===== src/rtl/aux_seq_pkg.sv =====
package aux_seq_pkg;

   typedef enum logic [1:0] {
      ST_IDLE  = 2'd0,
      ST_ISSUE = 2'd1,
      ST_WAIT  = 2'd2,
      ST_FIN   = 2'd3
   } seq_state_e;

   localparam logic [7:0] REG_ENABLE      = 8'h00;
   localparam logic [7:0] REG_CMD         = 8'h01;
   localparam logic [7:0] REG_STATUS      = 8'h02;
   localparam logic [7:0] REG_RESULT_BASE = 8'h10;

endpackage


===== src/rtl/aux_seq_pick.sv =====
// Finds the lowest set bit of a mask at or above a starting index.
module aux_seq_pick #(
   parameter int NUM_CH = 8,
   parameter int IDX_W  = 3
) (
   input  logic [NUM_CH-1:0] mask,
   input  logic [IDX_W:0]    from,
   output logic              found,
   output logic [IDX_W-1:0]  idx
);

   always_comb begin
      found = 1'b0;
      idx   = '0;
      for (int i = NUM_CH - 1; i >= 0; i--) begin
         if (mask[i] && (i >= int'(from))) begin
            found = 1'b1;
            idx   = IDX_W'(i);
         end
      end
   end

endmodule


===== src/rtl/aux_seq_ctrl.sv =====
// Round sequencer: issue, wait, advance, finish; restart on go.
module aux_seq_ctrl import aux_seq_pkg::*; #(
   parameter int NUM_CH = 8,
   parameter int IDX_W  = 3
) (
   input  logic              clk,
   input  logic              rst_n,
   input  logic              go,
   input  logic [NUM_CH-1:0] mask,
   input  logic              cnv_done,
   output logic              busy,
   output logic              drdy,
   output logic              cnv_start,
   output logic [IDX_W-1:0]  cnv_ch,
   output logic              cnv_abort,
   output logic              res_we
);

   seq_state_e        state_q;
   logic [IDX_W-1:0]  cur_q;
   logic [NUM_CH-1:0] rmask_q;
   logic              drdy_q;

   logic              first_found, next_found;
   logic [IDX_W-1:0]  first_idx, next_idx;

   aux_seq_pick #(.NUM_CH(NUM_CH), .IDX_W(IDX_W)) u_first (
      .mask  (mask),
      .from  ('0),
      .found (first_found),
      .idx   (first_idx)
   );

   aux_seq_pick #(.NUM_CH(NUM_CH), .IDX_W(IDX_W)) u_next (
      .mask  (rmask_q),
      .from  ({1'b0, cur_q} + (IDX_W+1)'(1)),
      .found (next_found),
      .idx   (next_idx)
   );

   always_ff @(posedge clk) begin
      if (!rst_n) begin
         state_q <= ST_IDLE;
         cur_q   <= '0;
         rmask_q <= '0;
         drdy_q  <= 1'b0;
      end else if (go) begin
         rmask_q <= mask;
         if (first_found) begin
            cur_q   <= first_idx;
            state_q <= ST_ISSUE;
            drdy_q  <= 1'b0;
         end else begin
            state_q <= ST_IDLE;
            drdy_q  <= 1'b1;
         end
      end else begin
         unique case (state_q)
            ST_ISSUE: state_q <= ST_WAIT;
            ST_WAIT: begin
               if (cnv_done) begin
                  if (next_found) begin
                     cur_q   <= next_idx;
                     state_q <= ST_ISSUE;
                  end else begin
                     state_q <= ST_FIN;
                  end
               end
            end
            ST_FIN: begin
               drdy_q  <= 1'b1;
               state_q <= ST_IDLE;
            end
            default: state_q <= ST_IDLE;
         endcase
      end
   end

   assign busy      = (state_q == ST_ISSUE) || (state_q == ST_WAIT);
   assign drdy      = drdy_q;
   assign cnv_start = (state_q == ST_ISSUE);
   assign cnv_ch    = cur_q;
   assign cnv_abort = go && busy;
   assign res_we    = (state_q == ST_WAIT) && cnv_done && !go;

endmodule


===== src/rtl/aux_seq_results.sv =====
// Per-channel result registers with sentinel clear and a byte-read snapshot.
module aux_seq_results #(
   parameter int NUM_CH = 8,
   parameter int IDX_W  = 3,
   parameter int RES_W  = 16
) (
   input  logic              clk,
   input  logic              rst_n,
   input  logic              res_we,
   input  logic [IDX_W-1:0]  res_wch,
   input  logic [RES_W-1:0]  res_wdata,
   input  logic              clr,
   input  logic [NUM_CH-1:0] clr_mask,
   input  logic              rd_en,
   input  logic              rd_ok,
   input  logic [IDX_W-1:0]  rd_ch,
   input  logic [1:0]        rd_byte,
   output logic [7:0]        rd_data
);

   localparam int NBYTES = RES_W / 8;
   localparam int HI     = NBYTES - 1;
   localparam int LOW_W  = RES_W - 8;
   localparam logic [RES_W-1:0] SENTINEL = {1'b1, {(RES_W-1){1'b0}}};

   logic [RES_W-1:0] res_q [NUM_CH];

   for (genvar c = 0; c < NUM_CH; c++) begin : g_res
      always_ff @(posedge clk) begin
         if (!rst_n)
            res_q[c] <= SENTINEL;
         else if (clr && clr_mask[c])
            res_q[c] <= SENTINEL;
         else if (res_we && (res_wch == IDX_W'(c)))
            res_q[c] <= res_wdata;
      end
   end

   logic             lock_v_q;
   logic [IDX_W-1:0] lock_ch_q;
   logic [LOW_W-1:0] snap_q;
   logic             rd_hi, rd_lo;

   assign rd_hi = rd_ok && (int'(rd_byte) == HI);
   assign rd_lo = rd_ok && (rd_byte == 2'd0);

   always_ff @(posedge clk) begin
      if (!rst_n) begin
         lock_v_q  <= 1'b0;
         lock_ch_q <= '0;
         snap_q    <= '0;
      end else if (rd_en && rd_hi) begin
         lock_v_q  <= 1'b1;
         lock_ch_q <= rd_ch;
         snap_q    <= res_q[rd_ch][LOW_W-1:0];
      end else if (rd_en && rd_lo) begin
         lock_v_q  <= 1'b0;
      end
   end

   logic [RES_W-1:0] word, shifted;
   logic             use_snap;

   always_comb begin
      use_snap = lock_v_q && (lock_ch_q == rd_ch) && (int'(rd_byte) < HI);
      word     = use_snap ? {8'h00, snap_q} : res_q[rd_ch];
      shifted  = word >> {rd_byte, 3'b000};
      rd_data  = rd_ok ? shifted[7:0] : 8'h00;
   end

endmodule


===== src/rtl/aux_conv_sequencer.sv =====
module aux_conv_sequencer import aux_seq_pkg::*; #(
   parameter int NUM_CH = 8,
   parameter int RES_W  = 16,
   localparam int IDX_W = (NUM_CH > 1) ? $clog2(NUM_CH) : 1
) (
   input  logic             clk,
   input  logic             rst_n,
   input  logic             wr_en,
   input  logic [7:0]       wr_addr,
   input  logic [7:0]       wr_data,
   input  logic             rd_en,
   input  logic [7:0]       rd_addr,
   output logic [7:0]       rd_data,
   output logic             cnv_start,
   output logic [IDX_W-1:0] cnv_ch,
   output logic             cnv_abort,
   input  logic             cnv_done,
   input  logic [RES_W-1:0] cnv_result,
   output logic             busy,
   output logic             drdy
);

   localparam int HI = RES_W / 8 - 1;

   if (NUM_CH < 1 || NUM_CH > 8) begin : g_bad_ch
      $error("NUM_CH must lie in 1..8 (one enable byte)");
   end
   if (RES_W != 16 && RES_W != 24) begin : g_bad_w
      $error("RES_W must be 16 or 24");
   end

   logic [NUM_CH-1:0] en_q;
   logic              go;
   logic              res_we;

   assign go = wr_en && (wr_addr == REG_CMD) && wr_data[0];

   always_ff @(posedge clk) begin
      if (!rst_n)
         en_q <= '0;
      else if (wr_en && (wr_addr == REG_ENABLE))
         en_q <= wr_data[NUM_CH-1:0];
   end

   aux_seq_ctrl #(.NUM_CH(NUM_CH), .IDX_W(IDX_W)) u_ctrl (
      .clk       (clk),
      .rst_n     (rst_n),
      .go        (go),
      .mask      (en_q),
      .cnv_done  (cnv_done),
      .busy      (busy),
      .drdy      (drdy),
      .cnv_start (cnv_start),
      .cnv_ch    (cnv_ch),
      .cnv_abort (cnv_abort),
      .res_we    (res_we)
   );

   logic [7:0]       off;
   logic [5:0]       slot;
   logic [1:0]       bsel;
   logic             rd_ok;
   logic [IDX_W-1:0] rd_ch;
   logic [7:0]       res_byte;

   assign off   = rd_addr - REG_RESULT_BASE;
   assign slot  = off[7:2];
   assign bsel  = off[1:0];
   assign rd_ok = (rd_addr >= REG_RESULT_BASE) && (int'(slot) < NUM_CH) && (int'(bsel) <= HI);
   assign rd_ch = slot[IDX_W-1:0];

   aux_seq_results #(.NUM_CH(NUM_CH), .IDX_W(IDX_W), .RES_W(RES_W)) u_res (
      .clk       (clk),
      .rst_n     (rst_n),
      .res_we    (res_we),
      .res_wch   (cnv_ch),
      .res_wdata (cnv_result),
      .clr       (go),
      .clr_mask  (en_q),
      .rd_en     (rd_en),
      .rd_ok     (rd_ok),
      .rd_ch     (rd_ch),
      .rd_byte   (bsel),
      .rd_data   (res_byte)
   );

   always_comb begin
      if (rd_addr == REG_ENABLE)
         rd_data = 8'(en_q);
      else if (rd_addr == REG_STATUS)
         rd_data = {6'b0, drdy, busy};
      else
         rd_data = res_byte;
   end

endmodule


===== config.mk =====
export PLATFORM = sky130hd
export DESIGN_NAME = aux_conv_sequencer
export DESIGN_NICKNAME = d
export VERILOG_FILES = /design/src/rtl/aux_seq_pkg.sv /design/src/rtl/aux_seq_pick.sv /design/src/rtl/aux_seq_ctrl.sv /design/src/rtl/aux_seq_results.sv /design/src/rtl/aux_conv_sequencer.sv
export SDC_FILE = /design/constraint.sdc
export NUM_CORES = 1
export LEC_CHECK = 0
export ABC_AREA = 0
export BUFFER_PORTS_ARGS = -buffer_cell sky130_fd_sc_hd__buf_2
export CAP_MARGIN = 15
export CORE_AREA = 4 4 139 141
export CTS_CLUSTER_DIAMETER = 120
export DETAILED_ROUTE_END_ITERATION = 8
export DIE_AREA = 0 0 143 145
export PLACE_DENSITY = 0.63
export SYNTH_ARGS = -nofsm -noshare
export SYNTH_HDL_FRONTEND = slang
export SYNTH_SLANG_ARGS = --single-unit

===== constraint.sdc =====
create_clock -name clk -period 6.3 [get_ports clk]
set_clock_uncertainty 0.15 [all_clocks]
set_input_delay 0.63 -clock clk [delete_from_list [all_inputs] [get_ports clk]]
set_output_delay 0.63 -clock clk [all_outputs]
set_load 0.02 [all_outputs]

==> results_dict.tcl, run 1 <==
set metrics [dict create \
    synth_edf_count 128 \
    overflow 0 \
    routed_wl_um 20090 \
    drt-pass1-iter-count 5 \
    die_w_um 143 \
    antenna_cells 0 \
    power-per-cell-area_mw_per_mm2 259.1 \
    cp_top_family "buffers and inverters" \
    antenna_found_initial 0 \
    reg2reg_from "u_ctrl.cnv_ch[1]" \
    cts_hold_buffers 0 \
    yosys-top-cells-area "edfxtp_1 48%, mux4_2 9.0%, dfxtp_1 8.5%" \
    maxSlewHeadroom_pct 15.65 \
    cp.arrival_ns 3.46 \
    place.gp.congestion 0.8899 \
    yosysTopAreaCell "edfxtp_1" \
    ir_drop_uv 188.1 \
    timing.rr.end "u_res.res_q[5][7]" \
    route.met3.wl_um 1392 \
    routed_via_density 5.831 \
    clockBufferDepth 2 \
    grt_pass1_wl_um 31150 \
    synth_ff_type "edfxtp_1" \
    crit_type "in2out" \
    whs_ns 0.3064 \
    drcViolationCount 0 \
    tns_ns 0 \
    dp_hpwl_um 13200 \
    grt_max_degree 49 \
    crit_path_max_fanout 19 \
    setup_viol 0 \
    cts_setup_buffers 0 \
    syn_area_per_cell_um2 12.27 \
    nFillCells 1554 \
    ff2ff_path_depth 4 \
    die_h_um 145 \
    ys_seq_elements 162 \
    synth-simple-area-share_pct 20.80 \
    die-area_mm2 0.02074 \
    swShare_pct 24.92 \
    syn_inst 655 \
    wire_per_inst_um 21.40 \
    design_area_mm2 0.009059 \
    synth_top_area_share_pct 47.82 \
    synth_top_family_by_area "simple AND/OR/NAND/NOR gates" \
    synth_nets 713 \
    p_seq_share_pct 50.5 \
    cts_tree "built" \
    min_path_type "in2reg" \
    highest_layer "met4" \
    crit_chain "buf_2, clkinv_1, ha_1, or2_1, nor3_1, mux2i_1, nand2b_1, or3_1, a32oi_1, buf_2" \
    ant_nets 0 \
    dr_wl_met2_um 9640 \
    ys.warnings.count 0 \
    switching_power_mw 0.5849 \
    period_minus_slack_ns 4.245 \
    finalNetCount 755 \
    grt_pass1_vias 5572 \
    final_hold_viol_count 0 \
    ctsResizeCount 0 \
    utilization_pct 50.43 \
    status "finished, final reports clean" \
    fin_crit_sh_pct 67.37 \
    dr_total_vias 5475 \
    cellLeakagePower_nw 3.517 \
    port_buffers 59 \
    rrSetupSlack_ns 2.95 \
    drive_above_1_share_pct 19.72 \
    max_cap_viol_count 0 \
    io_pins 60 \
    whs_path_depth 3 \
    clk_latency_ns 0.44 \
    placed_area_mm2 0.008477 \
    clk_pin_slew_ns 0.07 \
    initial_core_util_pct 44.74 \
    setup.worst_path.end_class "output port" \
    drv_slew 0 \
    ys_seq_area_share_pct 56.29 \
    dr.first_iter.drc_count 526 \
    slowest_delay_ns 0.54 \
    regArea_mm2 0.004524 \
    cp.required_ns 5.52 \
    synthesis.area_mm2 0.008038 \
    comb_power_share_pct 6.0 \
    rsz0062_at_grt "no" \
    cts-htree-levels 4 \
    slowest_stage "clkinv_1" \
    synthMuxAreaShare_pct 11.21 \
    power_mw 2.347 \
    clockPowerShare_pct 43.5 \
    min_from "wr_data[6]" \
    cp_common_cell "buf_2" \
    worst_pin_slew_ns 1.261 \
    path_buf_inv 3 \
    wl_met1_um 8570 \
    cts_made_buffers 17 \
    grt.total_usage_pct 19.77 \
    rows 49 \
    synth_cell_types 62 \
    whs_endpoint "en_q[6]" \
    multi_input_area_mm2 0.003277 \
    core_mm2 0.01796 \
    clock-sinks 162 \
    fmax_mhz 235.6 \
    critPathLaunchType "input port" \
    synth_compound_area_share_pct 6.351 \
    synth_xor_xnor_area_share_pct 0.3269 \
    synthArstFlopShare_pct 0 \
    synthAdderAreaFrac_pct 2.024 \
    syn_to_final_growth_pct 12.70 \
    intPower_mw 1.762 \
    clock-root-buffer "clkbuf_16" \
]
## worst min-delay path, delay by kind of cell
kind | cells | cell delay [ns]
compound gates | 1 | 0.05
simple gates | 1 | 0.09
buf+inv | 1 | 0.08
## registers in the layout, indices dropped and copies added, names as in the netlist
| name | cells |
|---|---|
| u_ctrl.state_q | 2 |
| u_ctrl.rmask_q | 8 |
| u_ctrl.drdy | 1 |
| u_ctrl.cnv_ch | 3 |
| u_res.snap_q | 8 |
| u_res.lock_v_q | 1 |
| u_res.res_q | 128 |
| en_q | 8 |
| u_res.lock_ch_q | 3 |
## layer usage
| metal | vias up | track usage (%) |
|---|---|---|
| met5 | - | 0 |
| met4 | 0 | 6.797 |
| met3 | 32 | 4.376 |
| met2 | 213 | 31.51 |
| met1 | 2728 | 26.82 |
| li1 | 2502 | - |
## worst max path at each step
stage                          start         end  slack, ns  cells past startpoint
after floorplan           rd_addr[4]  rd_data[0]       2.56                     11
after global placement    rd_addr[4]  rd_data[1]       2.17                     10
after detailed placement  rd_addr[4]  rd_data[0]       2.07                     10
after CTS                 rd_addr[4]  rd_data[1]       2.06                     10
after global routing      rd_addr[4]  rd_data[0]       1.86                     10
final                     rd_addr[4]  rd_data[1]       2.06                     10
## cell usage in the layout, fill, tap and decap left out, drive strengths merged, types with 8 or more instances in the layout
cell	n
edfxtp	128
and2	79
nand2	76
buf	65
and3	49
nor2	35
dfxtp	34
mux4	32
a21oi	23
inv	21
mux2i	18
clkbuf	17
ha	13
nor2b	12
nand2b	9
nand3	9
nand3b	8
o21ai	8
## stage by stage
stage | setup WS, ns | instances
2_1_floorplan | 2.557 | 655
3_3_place_gp | 2.169 | 907
3_5_place_dp | 2.071 | 907
4_1_cts | 2.062 | 939
5_1_grt | 1.856 | 939
6_report | 2.055 | 939
## power by group through the flow
| stage | logic (mW) | clock network (mW) | registers (mW) |
|---|---|---|---|
| 6_report | 0.142 | 1.02 | 1.18 |
| 2_1_floorplan | 0.0860 | 0 | 1.20 |
| 5_1_grt | 0.154 | 1.07 | 1.19 |
| 3_3_place_gp | 0.141 | 0 | 1.21 |
| 4_1_cts | 0.143 | 1.03 | 1.18 |
| 3_5_place_dp | 0.143 | 0 | 1.21 |
## cells in the mapped netlist, drive strengths merged, types with 7 or more instances
library cell / number
nor2b: 12
and3: 49
inv: 11
clkbuf: 28
edfxtp: 128
nand2: 76
nor2: 35
nand2b: 9
nand3: 9
a31oi: 7
mux2i: 18
buf: 14
ha: 13
mux4: 32
o21ai: 8
nand3b: 8
and2: 79
dfxtp: 34
a21oi: 23
## cell families after synthesis
| group | after synthesis |
|---|---|
| adders and majority gates | 13 |
| AOI/OAI and AO/OA | 72 |
| DFF | 162 |
| muxes | 50 |
| xor gates and xnor gates | 3 |
| buffers and inverters | 55 |
| and+or+nand+nor | 300 |
## final cells by class
cell class / instances / area share [%]
Clock buffer: 17 / 4.696
Inverter: 13 / 0.5387
Tap cell: 229 / 3.163
Timing Repair Buffer: 65 / 3.757
Multi-Input combinational cell: 438 / 36.17
Clock inverter: 15 / 1.727
Sequential cell: 162 / 49.94
Power figures use the tool's default switching activity.
==> inputs of run 2 (changes only) <==
==> constraint.sdc (replaced) <==
create_clock -name clk -period 4.4 [get_ports clk]
set_clock_uncertainty 0.15 [all_clocks]
set_input_delay 0.44 -clock clk [delete_from_list [all_inputs] [get_ports clk]]
set_output_delay 0.44 -clock clk [all_outputs]
set_load 0.02 [all_outputs]
==> run 2 against run 1 <==
Count of clock-buffer cells in the layout rose by 3. Cell count rose by 1.1%. First-iteration DRC count fell by 11%. Routed wire length rose by 1.1%. Combinational power rose by 47%. Critical endpoint is now rd_data[0].
==> results_dict.tcl, run 2 (same netlist as run 1, synthesis figures left out) <==
set metrics [dict create \
    cellLeakagePower_nw 3.537 \
    clockBufferDepth 2 \
    die_w_um 143 \
    grt_pass1_vias 5549 \
    setup.worst_path.end_class "output port" \
    core_mm2 0.01796 \
    clk_latency_ns 0.43 \
    cts_tree "built" \
    final_cell_mix "128 x edfxtp_1, 79 x and2_1, 76 x nand2_1" \
    setup_ws_ns 1.057 \
    cts_made_buffers 17 \
    clockPowerShare_pct 42.1 \
    io_pins 60 \
    largest_reg_flops 128 \
    antenna_cells 0 \
    placed_area_mm2 0.008544 \
    cp.required_ns 3.81 \
    place_ws_ns 0.9966 \
    die_h_um 145 \
    clk_pin_slew_ns 0.06 \
    clock-sinks 162 \
    grt.total_usage_pct 19.83 \
    dp_hpwl_um 13850 \
    nFillCells 1587 \
    grt_pass1_wl_um 31080 \
    top_register "u_res.res_q" \
    rows 49 \
    rsz0062_at_grt "no" \
    cts_hold_buffers 0 \
    place.gp.congestion 0.8693 \
    power_mw 3.290 \
    routed_wl_um 20310 \
    die-area_mm2 0.02074 \
    ir_drop_uv 289.1 \
    critPathLaunchType "input port" \
    cts-htree-levels 4 \
    port_buffers 59 \
    final_hold_viol_count 0 \
    cp.arrival_ns 2.75 \
    crit_type "in2out" \
    p_seq_share_pct 51.6 \
    max_cap_viol_count 0 \
    routed_via_density 5.766 \
    comb_power_share_pct 6.3 \
    finalNetCount 765 \
    period_minus_slack_ns 3.343 \
    antenna_found_initial 0 \
    status "finished, final reports clean" \
    clock-root-buffer "clkbuf_16" \
    initial_core_util_pct 44.74 \
    drt-pass1-iter-count 6 \
    final_common_cell "edfxtp_1" \
    setup_viol 0 \
    drcViolationCount 0 \
    worst_pin_slew_ns 1.044 \
    grt_max_degree 49 \
    power-per-cell-area_mw_per_mm2 361.5 \
    fmax_mhz 299.2 \
    wire_per_inst_um 21.40 \
    design_area_mm2 0.009100 \
    min_path_type "in2reg" \
    ctsResizeCount 0 \
    switching_power_mw 0.7462 \
    syn_to_final_growth_pct 13.22 \
    swShare_pct 22.68 \
    drv_slew 0 \
    drive_above_1_share_pct 20.14 \
    crit_path_max_fanout 19 \
    cts_setup_buffers 0 \
    intPower_mw 2.544 \
    dr_total_vias 5472 \
    tns_ns 0 \
    ant_nets 0 \
    dr.first_iter.drc_count 466 \
    fin_crit_sh_pct 75.97 \
    maxSlewHeadroom_pct 30.17 \
    overflow 0 \
]
==> run 2: changes by cell type in the layout (fill, tap and decap cells not counted), sizes merged <==
cell      delta
buf         +10
inv          -8
clkbuf       +3
clkinv       +2
clkinvlp     +2
bufinv       +1
==> run 2: path summary, 6_finish.rpt <==
check,from,endpoint,slack (ns),cells after the start
worst min register to register,u_ctrl.rmask_q[2],u_ctrl.rmask_q[2],0.32,2
worst max-delay path,rd_addr[4],rd_data[0],1.06,10
worst max register to register,u_ctrl.cnv_ch[1],u_res.res_q[5][4],1.18,4
worst min-delay path,wr_data[4],en_q[4],0.12,3
==> run 2: metrics by stage <==
stage	util, %	instances	hold slack, ns
floorplan	-	655	0.2819
global route	50.66	949	0.1429
CTS	50.60	948	0.1115
global placement	47.57	916	0.3078
finish	50.66	949	0.1245
detailed placement	47.57	916	0.3144
==> run 2: routing by layer <==
| layer | wire length (µm) | GRT usage [%] | vias to the layer above | share of wire, % |
|---|---|---|---|---|
| met4 | 260 | 5.656 | 0 | 1.3 |
| met2 | 9663 | 30.94 | 231 | 48 |
| li1 | - | - | 2505 | - |
| met3 | 1607 | 4.179 | 21 | 7.9 |
| met1 | 8776 | 28.20 | 2715 | 43 |
| met5 | 0 | 0 | - | 0 |
==> run 2: final cells by class <==
type / count / area [µm²] / share of cell area (%)
flip-flops and latches: 162 / 4524 / 49.72
multi-input cells: 438 / 3277 / 36.01
repair buffers: 75 / 419.2 / 4.606
clock buffers: 20 / 436.7 / 4.799
clock inverters: 12 / 107.6 / 1.182
well taps: 229 / 286.5 / 3.149
inverters: 13 / 48.80 / 0.5362
==> run 2: worst max-delay path, cell delays in order <==
cell      delay [ns]
buf_2           0.33
clkinv_1        0.17
ha_1            0.23
or2_1           0.22
nor3_1          0.15
mux2i_1         0.11
nand2b_1        0.16
or3_1           0.47
a32oi_1         0.26
buf_2           0.20
==> run 2: power by group through the flow <==
| stage | clock network [mW] | registers, mW | logic, mW |
|---|---|---|---|
| 3_5_place_dp | 0 | 1.73 | 0.210 |
| 5_1_grt | 1.46 | 1.70 | 0.227 |
| 3_3_place_gp | 0 | 1.73 | 0.208 |
| 4_1_cts | 1.40 | 1.70 | 0.211 |
| 6_report | 1.38 | 1.70 | 0.209 |
| 2_1_floorplan | 0 | 1.72 | 0.123 |
